$ cat src/rtl/pc_unit.sv
module pc_unit #(
  parameter int ADDR_W = 32,
  parameter logic [ADDR_W-1:0] RESET_ADDR = '0
) (
  input  logic              clk,
  input  logic              rst_n,
  input  logic              stall,
  input  logic              br_take,
  input  logic [ADDR_W-1:0] br_target,
  input  logic              iret_take,
  input  logic [ADDR_W-1:0] iret_target,
  output logic [ADDR_W-1:0] fetch_pc,
  output logic [ADDR_W-1:0] slave_pc,
  output logic [ADDR_W-1:0] dec_pc,
  output logic [ADDR_W-1:0] exe_pc,
  output logic [ADDR_W-1:0] done_pc,
  output logic              dec_vld,
  output logic              exe_vld,
  output logic              done_vld
);
  localparam logic [ADDR_W-1:0] STEP = ADDR_W'(4);
  localparam logic [ADDR_W-1:0] MASK = ~ADDR_W'(3);
  localparam logic [ADDR_W-1:0] BOOT = RESET_ADDR & MASK;

  logic [ADDR_W-1:0] master_q, slave_q, nxt;

  assign nxt = iret_take ? (iret_target & MASK) :
               br_take   ? (br_target & MASK)   : slave_q;

  always_ff @(posedge clk) begin
    if (!rst_n) begin
      master_q <= BOOT;
      slave_q  <= BOOT + STEP;
      dec_pc   <= '0;
      exe_pc   <= '0;
      done_pc  <= '0;
      dec_vld  <= 1'b0;
      exe_vld  <= 1'b0;
      done_vld <= 1'b0;
    end else if (!stall) begin
      master_q <= nxt;
      slave_q  <= nxt + STEP;
      dec_pc   <= master_q;
      exe_pc   <= dec_pc;
      done_pc  <= exe_pc;
      dec_vld  <= !iret_take;
      exe_vld  <= dec_vld;
      done_vld <= exe_vld;
    end
  end

  assign fetch_pc = master_q;
  assign slave_pc = slave_q;
endmodule


$ cat config.mk
export PLATFORM = sky130hd
export DESIGN_NAME = pc_unit
export DESIGN_NICKNAME = d
export VERILOG_FILES = /design/src/rtl/pc_unit.sv
export SDC_FILE = /design/constraint.sdc
export NUM_CORES = 1
export LEC_CHECK = 0
export BUFFER_PORTS_ARGS = -buffer_cell sky130_fd_sc_hd__buf_2
export CORE_ASPECT_RATIO = 0.6
export CORE_MARGIN = 10
export CORE_UTILIZATION = 25
export CTS_CLUSTER_SIZE = 8
export DETAILED_ROUTE_END_ITERATION = 8
export GPL_ROUTABILITY_DRIVEN = 0
export PLACE_DENSITY = 0.5
export SLEW_MARGIN = 20
export SYNTH_ARGS = -nofsm -noshare
export SYNTH_HDL_FRONTEND = slang
export SYNTH_SLANG_ARGS = --single-unit
$ cat constraint.sdc
create_clock -name clk -period 4.3 [get_ports clk]
set_input_delay 0.86 -clock clk [delete_from_list [all_inputs] [get_ports clk]]
set_output_delay 0.86 -clock clk [all_outputs]
set_load 0.01 [all_outputs]
==> impl_metrics.env <==
export IMPL_hold_viol_final=0
export IMPL_synth_top_family_by_area="multiplexers"
export IMPL_cts_sinks=153
export IMPL_grt_pass1_vias=5715
export IMPL_mostFrequentLayoutCell="buf_2"
export IMPL_synth_compound_area_share_pct=9.580
export IMPL_drv_cap=0
export IMPL_initial_core_util_pct=25.50
export IMPL_critPathArrivalTime_ps=3430
export IMPL_ys_types=50
export IMPL_async_reset_ff_share_pct=0
export IMPL_period_needed_ps=3076
export IMPL_ys_seq_elements=153
export IMPL_worstMarginPinSlew_ps=851.5
export IMPL_crit_path_max_fanout=13
export IMPL_post_place_cells=1261
export IMPL_syn_area_um2=6765
export IMPL_finalCritPeriodShare_pct=71.53
export IMPL_vias=5775
export IMPL_h_tree_depth=4
export IMPL_worstHoldPathType="reg2reg"
export IMPL_antenna_left=0
export IMPL_p_leak_nw=4.076
export IMPL_cp_data_required_time_ps=4650
export IMPL_fp_coreArea_um2=26530
export IMPL_mostFrequentLayoutCells="216 x buf_2, 159 x nor2_1, 153 x dfxtp_1"
export IMPL_synth_fa_ha_area_share_pct=0.1849
export IMPL_path_clk_slew_ps=60
export IMPL_hpwl_um=17030
export IMPL_grt_max_degree=81
export IMPL_grt_first_pass_wirelength_um=34960
export IMPL_yosys_warnings=0
export IMPL_status="completed"
export IMPL_num_rows=46
export IMPL_slowest_delay_ps=530
export IMPL_n_antenna_cell=0
export IMPL_route_detailed_drc=0
export IMPL_register_area_um2=3063
export IMPL_setup_violations=0
export IMPL_fp_dieArea_um2=34260
export IMPL_total_power_mw=3.366
export IMPL_syn_avg_cell_area_um2=9.293
export IMPL_final_nets=990
export IMPL_antenna_found_initial=1
export IMPL_fin_skew_ps=8.042
export IMPL_synthXorXnorAreaFrac_pct=1.295
export IMPL_critPathCaptureType="flip-flop"
export IMPL_crit_chain="buf_2 -> mux2i_1 -> o21ai_0 -> ha_1 -> o211ai_1 -> nor4_4 -> buf_4 -> nand2_2 -> or4_1 -> a31oi_1"
export IMPL_final_cells=1293
export IMPL_fillers=2842
export IMPL_portBuffers=217
export IMPL_rsz0062_at_grt="false"
export IMPL_post_cts_buffers=0
export IMPL_critical_path_top_delay_family="simple AND/OR/NAND/NOR gates"
export IMPL_cts_buffers=17
export IMPL_cp_slowest_cell="or4_1"
export IMPL_synth_simple_gate_area_share_pct=16.61
export IMPL_clockBufferDepth=2
export IMPL_slew_headroom_pct=43.23
export IMPL_setup_tns_ps=0
export IMPL_drt_wl_total_um=22630
export IMPL_wl_per_cell_um=17.50
export IMPL_yosys_mux_area_fraction_pct=21.97
export IMPL_die_x_um=232.4
export IMPL_final_layout_size_suffix_gt1_share_pct=30.01
export IMPL_overflow=0
export IMPL_critPathLaunchType="input port"
export IMPL_holdBufCountCts=0
export IMPL_first_pass_iters=4
export IMPL_drtIter0Drc=278
export IMPL_multi_input_area_um2=3396
export IMPL_clock_root_buffer="clkbuf_16"
export IMPL_syn_inst=728
export IMPL_die_h_um=147.4
export IMPL_ios=232
export IMPL_syn_to_final_growth_pct=27.78
export IMPL_cts_tree="done"
export IMPL_clock_latency_ps=440
export IMPL_p_per_area_nw_per_um2=389.4
export IMPL_ir_drop_v=0.0002526
export IMPL_grt_use_total_pct=13.12
export IMPL_synth_top_flop_cell="dfxtp_1"
export IMPL_fmax_ghz=0.3251
export IMPL_slew_viol_final=0
export IMPL_via_per_inst=4.466
export IMPL_synth_edf_count=0
export IMPL_cp_num_buf_inv=2
export IMPL_post_cts_resized=0
export IMPL_path_class="in2reg"
export IMPL_synth_seq_area_share_pct=45.27
==> final timing paths <==
path	start	endpoint	slack (ps)	depth (start not counted)
min	done_pc[14]	done_pc[14]	490	2
min reg2reg	done_pc[14]	done_pc[14]	490	2
max	br_take	slave_pc[16]	1220	10
max reg2reg	slave_pc[3]	slave_pc[16]	1650	9
==> metal layers <==
metal / global-route usage, % / vias up / wire length, um
met5: 0 / - / 13
met4: 4.100 / 2 / 269
met3: 4.950 / 19 / 1790
met2: 20.02 / 168 / 10050
met1: 16.75 / 2685 / 10510
li1: - / 2901 / -
==> where the power goes <==
part / leakage (nW) / internal [mW] / switching (mW)
clock network: 0.259 / 0.773 / 0.642
registers: 1.25 / 1.47 / 0.0491
logic: 2.57 / 0.172 / 0.257
total: 4.08 / 2.42 / 0.948
==> Yosys cell counts, types with 8 or more instances <==
library cell	instances	area share [%]
nand2_1	30	1.7
a31oi_1	13	1.2
clkbuf_1	30	1.7
mux2i_1	127	19
buf_1	11	0.61
nor2_1	159	8.8
buf_4	13	1.4
dfxtp_1	153	45
o21a_1	8	0.89
nand3_1	12	0.89
a21oi_1	24	1.8
o21ai_0	34	2.5
==> area by class of cell <==
| class | count | share of cell area [%] |
|---|---|---|
| tap | 360 | 5.211 |
| sequential | 153 | 35.43 |
| inverter | 3 | 0.1592 |
| timing repair buffer | 226 | 13.56 |
| multi-input combinational | 519 | 39.28 |
| clock buffer | 20 | 5.283 |
| clock inverter | 12 | 1.071 |
==> kinds of logic after synthesis <==
| family | after synthesis |
|---|---|
| simple gates | 246 |
| flops | 153 |
| mux | 145 |
| compound gates | 107 |
| buf+inv | 65 |
| xor+xnor | 10 |
| fa+ha+maj | 1 |
| other cells | 1 |
==> tightest hold or removal path, stage by stage (launching register included) <==
cell and delay (ps):
dfxtp_1 320, mux2i_1 70, nor2_1 70
==> stage by stage <==
step                setup slack (ps)  util (%)  cell area, um2  hold slack [ps]
floorplan                       1513         -            6799            495.5
global placement               855.5     30.51            8095            470.8
detailed placement             799.0     30.51            8095            475.9
CTS                             1251     32.58            8645            491.5
global route                    1028     32.58            8645            525.3
finish                          1224     32.58            8645            488.9
==> sequential cells by signal (all words and copies together) (netlist names) <==
signal and count:
exe_pc 30, slave_pc 30, done_vld 1, done_pc 30
fetch_pc 30, dec_vld 1, dec_pc 30, exe_vld 1
Note: power is estimated with default switching activity, not from simulation.
